==> src/rtl/sbus_pkg.sv <==
package sbus_pkg;
   typedef enum logic [2:0] {
      OP_ADD  = 3'd0,
      OP_SUB  = 3'd1,
      OP_AND  = 3'd2,
      OP_OR   = 3'd3,
      OP_XOR  = 3'd4,
      OP_PSA  = 3'd5,
      OP_PSB  = 3'd6,
      OP_ZERO = 3'd7
   } alu_op_e;

   // control word offsets above the 2*NREG general-register bits
   localparam int unsigned K_PC_DRV   = 0;
   localparam int unsigned K_PC_LD    = 1;
   localparam int unsigned K_IR_DRV   = 2;
   localparam int unsigned K_IR_LD    = 3;
   localparam int unsigned K_Z_DRV    = 4;
   localparam int unsigned K_Z_LD     = 5;
   localparam int unsigned K_Y_LD     = 6;
   localparam int unsigned K_MAR_LD   = 7;
   localparam int unsigned K_MDR_DRV  = 8;
   localparam int unsigned K_MDR_LDB  = 9;
   localparam int unsigned K_MDR_LDM  = 10;
   localparam int unsigned K_MDR_DRM  = 11;
   localparam int unsigned K_SEL4     = 12;
   localparam int unsigned K_FN       = 13;
   localparam int unsigned K_RD       = 16;
   localparam int unsigned K_WR       = 17;
   localparam int unsigned K_WAIT     = 18;
   localparam int unsigned K_FIXED_W  = 19;
endpackage

==> src/rtl/sbus_reg.sv <==
module sbus_reg #(
   parameter int unsigned W = 32
) (
   input  logic         clk,
   input  logic         rst_n,
   input  logic         ld,
   input  logic [W-1:0] d,
   output logic [W-1:0] q
);
   always_ff @(posedge clk or negedge rst_n) begin
      if (!rst_n)  q <= '0;
      else if (ld) q <= d;
   end
endmodule

==> src/rtl/sbus_alu.sv <==
module sbus_alu
   import sbus_pkg::*;
#(
   parameter int unsigned W = 32
) (
   input  logic [W-1:0] a,
   input  logic [W-1:0] b,
   input  alu_op_e      op,
   output logic [W-1:0] r
);
   always_comb begin
      unique case (op)
         OP_ADD:  r = a + b;
         OP_SUB:  r = a - b;
         OP_AND:  r = a & b;
         OP_OR:   r = a | b;
         OP_XOR:  r = a ^ b;
         OP_PSA:  r = a;
         OP_PSB:  r = b;
         default: r = '0;
      endcase
   end
endmodule

==> src/rtl/sbus_bus_join.sv <==
module sbus_bus_join #(
   parameter int unsigned W = 32,
   parameter int unsigned N = 4
) (
   input  logic [N*W-1:0] srcs,
   input  logic [N-1:0]   en,
   output logic [W-1:0]   bus
);
   always_comb begin
      bus = '0;
      for (int i = 0; i < N; i++) begin
         if (en[i]) bus = bus | srcs[i*W +: W];
      end
   end
endmodule

==> src/rtl/sbus_datapath.sv <==
module sbus_datapath
   import sbus_pkg::*;
#(
   parameter int unsigned DW    = 32,
   parameter int unsigned NREG  = 8,
   parameter int unsigned CTL_W = 2*NREG + K_FIXED_W
) (
   input  logic             clk,
   input  logic             rst_n,
   input  logic [CTL_W-1:0] ctl,
   input  logic [DW-1:0]    mem_rdata,
   input  logic             mem_mfc,
   output logic [DW-1:0]    mem_addr,
   output logic             mem_rd,
   output logic             mem_wr,
   output logic [DW-1:0]    mem_wdata,
   output logic             mem_wdata_en,
   output logic [DW-1:0]    ir_word,
   output logic [DW-1:0]    bus_mon
);
   localparam int unsigned B    = 2*NREG;
   localparam int unsigned NSRC = NREG + 4;

   if (DW < 8) begin : g_bad_dw
      $error("sbus_datapath: DW must be at least 8");
   end
   if (NREG < 2) begin : g_bad_nreg
      $error("sbus_datapath: NREG must be at least 2");
   end
   if (CTL_W != 2*NREG + K_FIXED_W) begin : g_bad_ctl
      $error("sbus_datapath: CTL_W must follow NREG");
   end

   logic [NREG-1:0] gpr_drv, gpr_ld;
   logic            ok, stall;
   logic [DW-1:0]   bus, y_q, z_q, pc_q, alu_a, alu_r, mdr_d;
   logic [NREG*DW-1:0] gpr_flat;
   logic [NSRC-1:0]    drv_vec;

   assign gpr_drv = ctl[NREG-1:0];
   assign gpr_ld  = ctl[2*NREG-1:NREG];
   assign stall   = ctl[B+K_WAIT] & ~mem_mfc;
   assign ok      = ~stall;

   // general register file, one bus-loaded register per entry
   for (genvar g = 0; g < NREG; g++) begin : g_gpr
      sbus_reg #(.W(DW)) u_r (
         .clk(clk), .rst_n(rst_n), .ld(gpr_ld[g] & ok), .d(bus),
         .q(gpr_flat[g*DW +: DW]));
   end

   sbus_reg #(.W(DW)) u_pc  (.clk(clk), .rst_n(rst_n), .ld(ctl[B+K_PC_LD] & ok),
                             .d(bus), .q(pc_q));
   sbus_reg #(.W(DW)) u_ir  (.clk(clk), .rst_n(rst_n), .ld(ctl[B+K_IR_LD] & ok),
                             .d(bus), .q(ir_word));
   sbus_reg #(.W(DW)) u_y   (.clk(clk), .rst_n(rst_n), .ld(ctl[B+K_Y_LD] & ok),
                             .d(bus), .q(y_q));
   sbus_reg #(.W(DW)) u_z   (.clk(clk), .rst_n(rst_n), .ld(ctl[B+K_Z_LD] & ok),
                             .d(alu_r), .q(z_q));
   sbus_reg #(.W(DW)) u_mar (.clk(clk), .rst_n(rst_n), .ld(ctl[B+K_MAR_LD] & ok),
                             .d(bus), .q(mem_addr));

   // memory side has priority over bus side
   assign mdr_d = ctl[B+K_MDR_LDM] ? mem_rdata : bus;
   sbus_reg #(.W(DW)) u_mdr (.clk(clk), .rst_n(rst_n),
                             .ld((ctl[B+K_MDR_LDM] | ctl[B+K_MDR_LDB]) & ok),
                             .d(mdr_d), .q(mem_wdata));

   assign drv_vec = {ctl[B+K_MDR_DRV], ctl[B+K_Z_DRV], ctl[B+K_IR_DRV],
                     ctl[B+K_PC_DRV], gpr_drv};

   sbus_bus_join #(.W(DW), .N(NSRC)) u_bus (
      .srcs({mem_wdata, z_q, ir_word, pc_q, gpr_flat}),
      .en(drv_vec), .bus(bus));

   assign alu_a = ctl[B+K_SEL4] ? DW'(4) : y_q;

   sbus_alu #(.W(DW)) u_alu (
      .a(alu_a), .b(bus), .op(alu_op_e'(ctl[B+K_FN +: 3])), .r(alu_r));

   assign mem_rd       = ctl[B+K_RD];
   assign mem_wr       = ctl[B+K_WR];
   assign mem_wdata_en = ctl[B+K_MDR_DRM];
   assign bus_mon      = bus;

   // single bus driver
   assert_one_driver_R11: assert property (@(posedge clk) disable iff (!rst_n)
      $onehot0(drv_vec));

   // stalled cycle changes nothing observable
   assert_stall_freeze_R10: assert property (@(posedge clk) disable iff (!rst_n)
      stall |=> ($stable(mem_addr) && $stable(mem_wdata) && $stable(ir_word)));

   // MAR captures the bus
   assert_mar_capture_R7: assert property (@(posedge clk) disable iff (!rst_n)
      (ctl[B+K_MAR_LD] && !stall) |=> (mem_addr == $past(bus)));

   // memory-side load of MDR
   assert_mdr_mem_R8: assert property (@(posedge clk) disable iff (!rst_n)
      (ctl[B+K_MDR_LDM] && !stall) |=> (mem_wdata == $past(mem_rdata)));

   // constant-4 increment reaches Z
   assert_inc4_R4: assert property (@(posedge clk) disable iff (!rst_n)
      (ctl[B+K_Z_LD] && ctl[B+K_SEL4] && ctl[B+K_FN +: 3] == 3'd0 && !stall)
      |=> (z_q == $past(bus) + DW'(4)));
endmodule

==> config.mk <==
export PLATFORM = sky130hd
export DESIGN_NAME = sbus_datapath
export DESIGN_NICKNAME = d
export VERILOG_FILES = /design/src/rtl/sbus_pkg.sv /design/src/rtl/sbus_reg.sv /design/src/rtl/sbus_alu.sv /design/src/rtl/sbus_bus_join.sv /design/src/rtl/sbus_datapath.sv
export SDC_FILE = /design/constraint.sdc
export NUM_CORES = 1
export LEC_CHECK = 0
export ABC_CLOCK_PERIOD_IN_PS = 7000
export BUFFER_PORTS_ARGS = -buffer_cell sky130_fd_sc_hd__buf_2
export CAP_MARGIN = 25
export CORE_UTILIZATION = 40
export CTS_BUF_LIST = sky130_fd_sc_hd__clkbuf_4
export DETAILED_ROUTE_END_ITERATION = 12
export GPL_TIMING_DRIVEN = 0
export HOLD_SLACK_MARGIN = 0.06
export PLACE_DENSITY = 0.66
export SLEW_MARGIN = 20
export SYNTH_ARGS = -nofsm -noshare
export SYNTH_HDL_FRONTEND = slang
export SYNTH_HIERARCHICAL = 1
export SYNTH_SLANG_ARGS = --single-unit
==> constraint.sdc <==
create_clock -name clk -period 7 [get_ports clk]
set_clock_uncertainty 0.05 [all_clocks]
set_input_delay 0.7 -clock clk [delete_from_list [all_inputs] [get_ports clk]]
set_output_delay 0.7 -clock clk [all_outputs]
set_load 0.1 [all_outputs]
=== Word level (Yosys, flattened, before mapping) ===
Index checks and enable logic that the tools add are counted.

* Output and inout bits: 131
* Bits of input ports: 70
* Flip-flop bits (word level): 448

* Bitwise logic cells: 32
* Equal/unequal tests: 6
* Reductions and logical operators: 1
* Multiplexer cells: 15
* Add/subtract/negate cells: 2

{| class="wikitable"
|+ Operators with widths
! cell !! number
|-
| 2-to-1 mux 32 bit || 14
|-
| bitwise OR 32 bit || 12
|-
| one-hot mux 32 bit (7 select lines) || 1
|-
| adder 32 bit || 1
|-
| AND 32 bit || 1
|-
| subtractor 32 bit || 1
|-
| XOR 32 bit || 1
|-
| AND 1 bit || 15
|-
| equality test 3 bit (second input constant) || 3
|-
| equality test 3 x 2 -> 1 bit (second input constant) || 2
|-
| equality test 3 x 1 -> 1 bit (second input constant) || 1
|-
| logical NOT 3 bit || 1
|-
| inverter 1 bit || 2
|-
| bitwise OR 1 bit || 1
|}

=== Logic depth before layout (Yosys ltp) ===
Gate-level depths: netlist (run 1).

* Depth in word-level cells: 25
* Gate-level depth with buffers: 24
* Gate-level depth less buffers: 22

=== By module ===
Netlist (run 1), hierarchy kept.

{| class="wikitable"
|+ Modules (own cells, without submodules)
! module !! area an instance (µm²) !! times used !! cells an instance
|-
| sbus_reg || 1345.0 || 14 || 68
|-
| sbus_alu || 4827.1 || 1 || 719
|-
| sbus_bus_join || 2137.0 || 1 || 260
|-
| sbus_datapath || 890.9 || 1 || 90
|}

=== Worst setup path before layout (run 1) ===
OpenSTA, ideal clock, no wires.

* Kind: input to register
* From: input port ctl[6]
* To: register u_z.q[27]
* Slack: 552 ps
* Data arrival time: 6273 ps
* Path buffers: 2
* Cell stages on the path: 22
* Cell sequence: buf_2 a22o_1 a221oi_1 nand3_1 or4_1 nand2b_1 nor3_1 nand3_1 nor4_1 nand2_1 o21ai_0 xnor2_1 ha_1 clkbuf_1 a21o_1 a21o_1 a21oi_1 o21ai_0 a21oi_1 xor2_1 a221oi_1 mux2_4

* Longest elaborated chain between the ends: 13
* Elaborated cells on any way between the ends: 17

{| class="wikitable"
|+ RTL lines
! element !! RTL line !! text
|-
| start, declared || sbus_datapath.sv:10 || <nowiki>input logic [CTL_W-1:0] ctl,</nowiki>
|-
| 2-to-1 mux 32 bit (*) || sbus_bus_join.sv:12 || <nowiki>if (en[i]) bus = bus | srcs[i*W +: W];</nowiki>
|-
| bitwise OR 32 bit || sbus_bus_join.sv:12 ||
|-
| 2-to-1 mux 32 bit (*) || sbus_bus_join.sv:12 ||
|-
| bitwise OR 32 bit || sbus_bus_join.sv:12 ||
|-
| 2-to-1 mux 32 bit (*) || sbus_bus_join.sv:12 ||
|-
| bitwise OR 32 bit || sbus_bus_join.sv:12 ||
|-
| 2-to-1 mux 32 bit (*) || sbus_bus_join.sv:12 ||
|-
| bitwise OR 32 bit || sbus_bus_join.sv:12 ||
|-
| 2-to-1 mux 32 bit (*) || sbus_bus_join.sv:12 ||
|-
| bitwise OR 32 bit || sbus_bus_join.sv:12 ||
|-
| 2-to-1 mux 32 bit (*) || sbus_bus_join.sv:12 ||
|-
| via bus_mon[7] || sbus_datapath.sv:19 || <nowiki>output logic [DW-1:0] bus_mon</nowiki>
|-
| subtractor 32 bit or adder 32 bit (tied branches) || sbus_alu.sv:14, sbus_alu.sv:13 ||
|-
| one-hot mux 32 bit (7 select lines) (*) || sbus_alu.sv:12 || <nowiki>unique case (op)</nowiki>
|-
| via alu_r[27] || sbus_datapath.sv:36 || <nowiki>logic [DW-1:0] bus, y_q, z_q, pc_q, alu_a, alu_r, mdr_d;</nowiki>
|-
| end signal, assigned || sbus_reg.sv:11 || <nowiki>if (!rst_n) q <= '0;</nowiki>
|-
| end signal, assigned || sbus_reg.sv:12 || <nowiki>else if (ld) q <= d;</nowiki>
|-
| end, declared || sbus_reg.sv:8 || <nowiki>output logic [W-1:0] q</nowiki>
|}

The timed path passes the listed nets; every way through them passes the cells marked *.
A chain may end at the register's enable or synchronous reset.

=== Worst setup path after layout (run 1) ===
* From: input port ctl[18]
* To: register u_z.q[27]

* Longest elaborated chain between the ends: 7
* Elaborated cells on any way between the ends: 11

{| class="wikitable"
|+ RTL lines
! element !! RTL line !! text
|-
| 2-to-1 mux 32 bit (*) || sbus_bus_join.sv:12 ||
|-
| bitwise OR 32 bit || sbus_bus_join.sv:12 ||
|-
| 2-to-1 mux 32 bit (*) || sbus_bus_join.sv:12 ||
|-
| bitwise OR 32 bit || sbus_bus_join.sv:12 ||
|-
| 2-to-1 mux 32 bit (*) || sbus_bus_join.sv:12 ||
|-
| subtractor 32 bit (tied with other cells) || sbus_alu.sv:14 || <nowiki>OP_SUB: r = a - b;</nowiki>
|-
| one-hot mux 32 bit (7 select lines) (*) || sbus_alu.sv:12 ||
|-
| via alu_r[27] || sbus_datapath.sv:36 ||
|}

Marked as above.

==> results of run 1 <==
[Yosys cell counts, drive strengths merged, types with 38 or more instances]
| library cell | instances |
|---|---|
| a221oi | 106 |
| inv | 75 |
| xnor2 | 40 |
| dfrtp | 448 |
| o21ai | 54 |
| nor2 | 63 |
| a22o | 99 |
| buf | 96 |
| nand3 | 38 |
| mux2 | 491 |
| clkbuf | 44 |
| a21oi | 61 |
| nand2 | 63 |
| ha | 96 |
[what timing repair did]
action                     CTS  global route
setup endpoints to repair    4             0
hold endpoints to repair    93             0
hold buffers                 8             0
gates resized for setup      2             0
[layout make-up]
class,instances,area [sq um],share of cell area
flip-flops and latches,448,11200,0.367
diodes,3,7.51,0.000246
repair buffers,214,1270,0.0416
well taps,864,1080,0.0354
plain buffers,140,1510,0.0494
clock buffers,178,1340,0.0438
inverters,75,282,0.00922
multi-input cells,1358,13700,0.449
clock inverters,34,145,0.00475
[per-layer routing]
layer / vias up / global-route usage / wire length, microns
met5: - / 0 / 13
li1: 8233 / - / -
met4: 2 / 0.0919 / 2930
met3: 168 / 0.0485 / 5950
met2: 845 / 0.395 / 39300
met1: 9776 / 0.337 / 36800
[cell families (layout without fill, tap and decap cells)]
group                    count (synthesis)  after routing  share of synthesized area
AO/OA/AOI/OAI                          424            424                      0.121
XOR/XNOR                                53             53                     0.0177
adder cells (fa/ha/maj)                 97             97                     0.0458
buffers and inverters                  215            641                     0.0670
flip-flops                             448            448                      0.420
multiplexers                           511            511                      0.278
other                                    0              3                          0
AND/OR/NAND/NOR                        273            273                     0.0508
[layout by cell type, fill, tap and decap left out, drive strengths merged, types with 7 or more instances in the layout]
cell / instances
mux2: 491
dfrtp: 448
buf: 301
clkbuf: 223
a221oi: 106
a22o: 99
ha: 96
inv: 78
nor2: 63
nand2: 63
a21oi: 61
o21ai: 54
xnor2: 40
nand3: 38
nor2b: 30
clkinv: 30
a21o: 21
mux2i: 20
a211oi: 18
o211ai: 16
and2: 16
nor3: 15
and2b: 14
xor2: 13
dlygate4sd3: 8
a31oi: 8
o31ai: 8
nand2b: 7
o21a: 7
and3: 7
nand4: 7
a222oi: 7
[worst max-delay path by stage]
| stage | end | slack [ns] |
|---|---|---|
| global placement | u_y/q[29] | -3.60 |
| finish | u_z/q[27] | 0.42 |
| detailed placement | u_z/q[27] | -1.08 |
| CTS | u_z/q[27] | 0.02 |
| global route | u_z/q[27] | 0.12 |
| floorplan | u_z/q[27] | 0.55 |
[through the flow]
step	setup WS, ns	area (sq um)	total power, uW
final	0.424	30500	6140
after global routing	0.123	30500	6400
after CTS	0.0163	30500	6200
after detailed placement	-1.08	28900	3870
after global placement	-3.60	28700	3850
after floorplan	0.552	26700	3520
[flip-flops by register name, summed over array words and instances, names as in the netlist]
name and flops:
g_gpr.u_r/q 256, u_ir/q 32, u_mar/q 32, u_mdr/q 32
u_pc/q 32, u_y/q 32, u_z/q 32
[worst reg2reg max path: cells and delay by family, from the launching register on]
kind	cells	cell delay, ns
multiplexers	1	0.22
XOR/XNOR	2	0.32
adder cells (fa/ha/maj)	1	0.25
AND/OR/NAND/NOR	7	2.35
buffers and inverters	2	0.43
flip-flops	1	0.38
AO/OA/AOI/OAI	9	2.49
[where the power goes]
part	switching, uW	total [uW]	internal (uW)
sequential	64.8	2720	2650
clock	1150	2300	1160
combinational	702	1130	425
==> impl_metrics.csv, run 1 <==
group,metric,value,unit
drt,ant_nets,0,
setup_path,crit_type,"in2reg",
grt,antenna_found_initial,5,
floorplan,core,65900,sq um
floorplan,initial_core_util,0.405,
synthesis,ys_warn_count,6,
timing,rsz0062_at_grt,"false",
cells_and_area,finalNonFillerCells,3314,
place,gp_congestion,0.971,
synthesis,ys_top_cells_by_area,"dfrtp_1, mux2_4, ha_1",
drt,first_pass_iters,8,
power_and_ir_drop,cellPowerDensity,201,nW/um^2
setup_path,slowest_delay,0.78,ns
synthesis,synth_area,26700,sq um
timing,setup_viol,0,
setup_path,critPathLaunchType,"primary input",
floorplan,die_w,260,microns
cts,clkTransAtPathRegs,0.07,ns
synthesis,syn_nets,2188,
setup_path,crit_buf_inv,4,
worst_hold_path,min_path_cells,3,
timing,final_max_slew_viol_count,0,
setup_path,cp_max_fo,19,
worst_hold_path,hp-class,"in2reg",
synthesis,synthDistinctLibCells,64,
grt,grt_pass1_vias,19700,
timing,finalCritPeriodShare,0.939,
cts,cts_max_level,3,
synthesis,synth_ff_type,"dfrtp_1",
timing,fmax,152,MHz
setup_path,regToRegEndpoint,"u_z/q[27]",
power_and_ir_drop,vdd_ir_drop_max,117,uV
worst_hold_path,holdPathEnd,"u_mdr/q[25]",
floorplan,ioPinCount,201,
cts,worstSkewPairLatency,0.91,ns
timing,final-hold-violation-count,0,
grt,grt_pass1_wl,126,mm
floorplan,rows,94,
setup_path,reg2regPathDepth,22,
setup_path,path_delay_family,"simple AND/OR/NAND/NOR gates",
setup_path,cp_data_required_time,7.80,ns
grt,grtUsageTotal,0.249,
cells_and_area,final_util,0.464,
cts,cts_buffer_depth,3,
timing,max_slew_margin,0.259,
setup_path,crit_path_cell_trace,"buf_2 -> clkbuf_1 -> a221oi_1 -> nand3_1 -> or4_1 -> nand2b_1 -> nor3_1 -> clkbuf_4 -> nand3_1 -> nor4_1 -> nand2_1 -> o21ai_0 -> xnor2_1 -> ha_1 -> clkbuf_1 -> a21o_1 -> a21o_1 -> a21oi_1 -> o21ai_0 -> a21oi_1 -> xor2_1 -> a221oi_1 -> mux2_4",
cts,cts-root-buf,"clkbuf_4",
setup_path,critPathCaptureType,"flop",
drt,wirelength,84.9,mm
cts,cts_tree,"built",
setup_path,r2r-start,"g_gpr[3].u_r/q[8]",
place,dp_hpwl,59.9,mm
floorplan,die_y,260,microns
floorplan,fp.dieArea,67800,sq um
cts,cts.sinks,448,
place,dpl.cell_count,3085,
synthesis,synth-edff-count,0,
place,numPortBuffers,194,
outcome,status,"finished, final reports clean",
drt,wl_per_cell,25.6,microns
drt,drt_iter0_markers,1661,
synthesis,synth_top_cell_by_area,"dfrtp_1",
timing,fin_crit,6.58,ns
timing,holdWs,0.104,ns
cells_and_area,drive_gt1_frac,0.403,
cts,numCtsBuffers,120,
timing,final.setup.tns,0,ns
drt,via_per_inst,5.74,
drt,post-route-drc-count,0,
drt,via_count,19000,
setup_path,cp_num_cells,23,
flow_run,maxCapViolCount,0,
synthesis,synth_cells,2021,
power_and_ir_drop,leakage,0.0128,uW
setup_path,crit_slowest_cell,"or4_1",
cells_and_area,nets,2524,
synthesis,ys_seq_area_frac,0.420,
cells_and_area,fillers,5944,
grt,grt_max_degree,100,
setup_path,reg2reg_slack,0.47,ns
cts,post_cts.repair.setup_buffers,0,
setup_path,critPathArrivalTime,7.38,ns
synthesis,syn_avg_cell_area,13.2,sq um
cells_and_area,areaGrowthSynthToFinish,14.4,%
grt,overflow,0,
worst_hold_path,hp-start,"mem_rdata[25]",
synthesis,netlist.area_leader.share,0.420,
synthesis,synthArstFlopShare,1.00,
synthesis,ys_ff_latch,448,
timing,worst_pin_slew,1.11,ns
setup_path,critPathLaunch,"ctl[18]",
No activity file was read; power rests on OpenSTA's default activity.
==> inputs of run 2 (changes only) <==
--- a/config.mk
+++ b/config.mk
@@ -11,9 +11,11 @@
 export CORE_UTILIZATION = 40
 export CTS_BUF_LIST = sky130_fd_sc_hd__clkbuf_4
 export DETAILED_ROUTE_END_ITERATION = 12
-export GPL_TIMING_DRIVEN = 0
+export GPL_TIMING_DRIVEN = 1
 export HOLD_SLACK_MARGIN = 0.06
+export MAX_ROUTING_LAYER = met4
 export PLACE_DENSITY = 0.66
+export SKIP_CTS_REPAIR_TIMING = 1
 export SLEW_MARGIN = 20
 export SYNTH_ARGS = -nofsm -noshare
 export SYNTH_HDL_FRONTEND = slang
==> run 2 against run 1 <==
Critical path type is now reg2reg. Clock power down 5%. Largest power group unchanged. Fmax up 26%. Via count down 3.2%.
==> impl_metrics.csv, run 2 (synthesis gave the netlist of run 1 again) <==
group,metric,value,unit
setup_path,reg2reg_slack,1.76,ns
timing,final_max_slew_viol_count,0,
setup_path,r2r-start,"g_gpr[4].u_r/q[9]",
grt,grt_pass1_vias,19200,
cts,cts-root-buf,"clkbuf_4",
cts,worstSkewPairLatency,0.90,ns
timing,fin_crit,5.24,ns
worst_hold_path,min_path_cells,3,
floorplan,die_y,260,microns
cells_and_area,fillers,6047,
timing,final.setup.tns,0,ns
setup_path,cp_data_required_time,7.73,ns
power_and_ir_drop,leakage,0.0123,uW
drt,drt_iter0_markers,1364,
setup_path,critPathArrivalTime,5.96,ns
timing,rsz0062_at_grt,"false",
place,numPortBuffers,194,
drt,ant_nets,0,
worst_hold_path,hp-class,"in2reg",
cells_and_area,regArea,11200,sq um
cts,cts_max_level,3,
setup_path,regToRegEndpoint,"u_z/q[30]",
cells_and_area,areaGrowthSynthToFinish,9.72,%
setup_path,slowest_delay,0.62,ns
floorplan,rows,94,
cells_and_area,largest_reg_flops,256,
setup_path,crit_slowest_cell,"or4_1",
setup_path,crit_path_cell_trace,"a22o_1 -> a221oi_1 -> nand3_1 -> or4_1 -> nand2b_1 -> nor3_1 -> buf_4 -> nand3_1 -> nor4_1 -> nand2_1 -> o21ai_0 -> xnor2_1 -> ha_1 -> inv_1 -> o21bai_1 -> a21oi_1 -> o211ai_1 -> o211ai_1 -> o31ai_1 -> xnor2_1 -> a21oi_1 -> mux2_4",
setup_path,reg2regPathDepth,22,
worst_hold_path,hp-start,"mem_rdata[9]",
worst_hold_path,holdPathEnd,"u_mdr/q[9]",
flow_run,maxCapViolCount,0,
drt,post-route-drc-count,0,
cells_and_area,nets,2443,
setup_path,path_delay_family,"simple AND/OR/NAND/NOR gates",
timing,setup_viol,0,
cts,cts.sinks,448,
grt,grt_pass1_wl,120,mm
timing,fmax,191,MHz
drt,via_per_inst,5.72,
cells_and_area,multi_input_area,13700,sq um
timing,finalCritPeriodShare,0.748,
grt,antenna_found_initial,3,
floorplan,initial_core_util,0.405,
drt,first_pass_iters,5,
outcome,status,"finished, final reports clean",
floorplan,fp.dieArea,67800,sq um
place,placed_area,27900,sq um
timing,holdWs,0.131,ns
setup_path,crit_buf_inv,2,
cts,cts_buffer_depth,3,
floorplan,ioPinCount,201,
power_and_ir_drop,cellPowerDensity,201,nW/um^2
cells_and_area,regMostFlops,"g_gpr.u_r/q",
drt,via_count,18400,
place,gp_congestion,0.953,
grt,overflow,0,
floorplan,die_w,260,microns
cts,clkTransAtPathRegs,0.07,ns
cells_and_area,layout_common_cells,"mux2_4, dfrtp_1, buf_2",
cts,numCtsBuffers,116,
setup_path,cp_max_fo,8,
drt,wirelength,79.7,mm
cells_and_area,final_cell_area,29300,sq um
setup_path,crit_type,"reg2reg",
grt,grtUsageTotal,0.240,
setup_path,critPathLaunchType,"flop",
cells_and_area,layout_commonest_cell,"mux2_4",
timing,final-hold-violation-count,0,
floorplan,core,65900,sq um
timing,worst_pin_slew,1.00,ns
power_and_ir_drop,vdd_ir_drop_max,168,uV
grt,grt_max_degree,127,
setup_path,critPathCaptureType,"flop",
place,dp_hpwl,52.1,mm
timing,max_slew_margin,0.332,
cells_and_area,drive_gt1_frac,0.408,
drt,wl_per_cell,24.7,microns
cts,cts_tree,"built",
-- run 2: cell count changes in the layout (fill, tap and decap cells not counted), moves of 3 or more --
cell	previous run	this run
dlygate4sd3_1	8	5
buf_12	45	1
clkbuf_1	44	0
and2_1	15	2
buf_4	7	77
and2_2	0	13
buf_2	198	192
buf_6	33	1
clkbuf_4	179	163
clkinv_2	7	3
buf_1	10	0
buf_16	4	0
buf_8	4	1
-- run 2: layout make-up --
class	count	share of cell area
Multi-Input combinational cell	1358	0.468
Antenna cell	4	0.000342
Clock inverter	30	0.00453
Tap cell	864	0.0369
Sequential cell	448	0.383
Inverter	75	0.00961
Clock buffer	163	0.0418
Timing Repair Buffer	277	0.0558
-- run 2: worst max-delay path by stage --
stage                                 start         to  slack, ns  cells past startpoint
after detailed placement             ctl[4]  u_z/q[28]       1.09                     22
after global placement               ctl[4]  u_z/q[27]       1.06                     22
after global routing      g_gpr[4].u_r/q[9]  u_z/q[30]       1.23                     22
after floorplan                      ctl[6]  u_z/q[27]       0.55                     22
final                     g_gpr[4].u_r/q[9]  u_z/q[30]       1.76                     22
after CTS                 g_gpr[4].u_r/q[9]  u_z/q[30]       1.80                     22
-- run 2: through the flow --
stage	total power [uW]	utilization	cells	worst slack, ns
after floorplan	3520	-	2021	0.552
after global placement	3740	0.423	3016	1.06
after detailed placement	3750	0.423	3017	1.09
after CTS	5950	0.444	3210	1.80
after global routing	6160	0.445	3219	1.23
final	5900	0.445	3219	1.76
-- run 2: worst reg2reg max path, cell delays in order, from the launching register on --
cell	delay, ns
dfrtp_1	0.38
a22o_1	0.23
a221oi_1	0.24
nand3_1	0.18
or4_1	0.62
nand2b_1	0.19
nor3_1	0.20
buf_4	0.20
nand3_1	0.13
nor4_1	0.31
nand2_1	0.16
o21ai_0	0.25
xnor2_1	0.16
ha_1	0.34
inv_1	0.14
o21bai_1	0.08
a21oi_1	0.35
o211ai_1	0.16
o211ai_1	0.13
o31ai_1	0.14
xnor2_1	0.16
a21oi_1	0.09
mux2_4	0.27
-- run 2: layer usage --
layer	up-vias	global-route usage	share of wire	routed length [microns]
li1	8031	-	-	-
met4	0	0.0915	0.032	2520
met5	-	-	0	0
met2	680	0.381	0.48	38400
met1	9565	0.303	0.43	34400
met3	137	0.0455	0.055	4390
-- run 2: power breakdown --
group,leakage (uW),internal [uW],total [uW],switching (uW)
logic,0.00741,356,1000,644
registers,0.00406,2650,2720,66.5
clock network,0.000805,1060,2180,1120
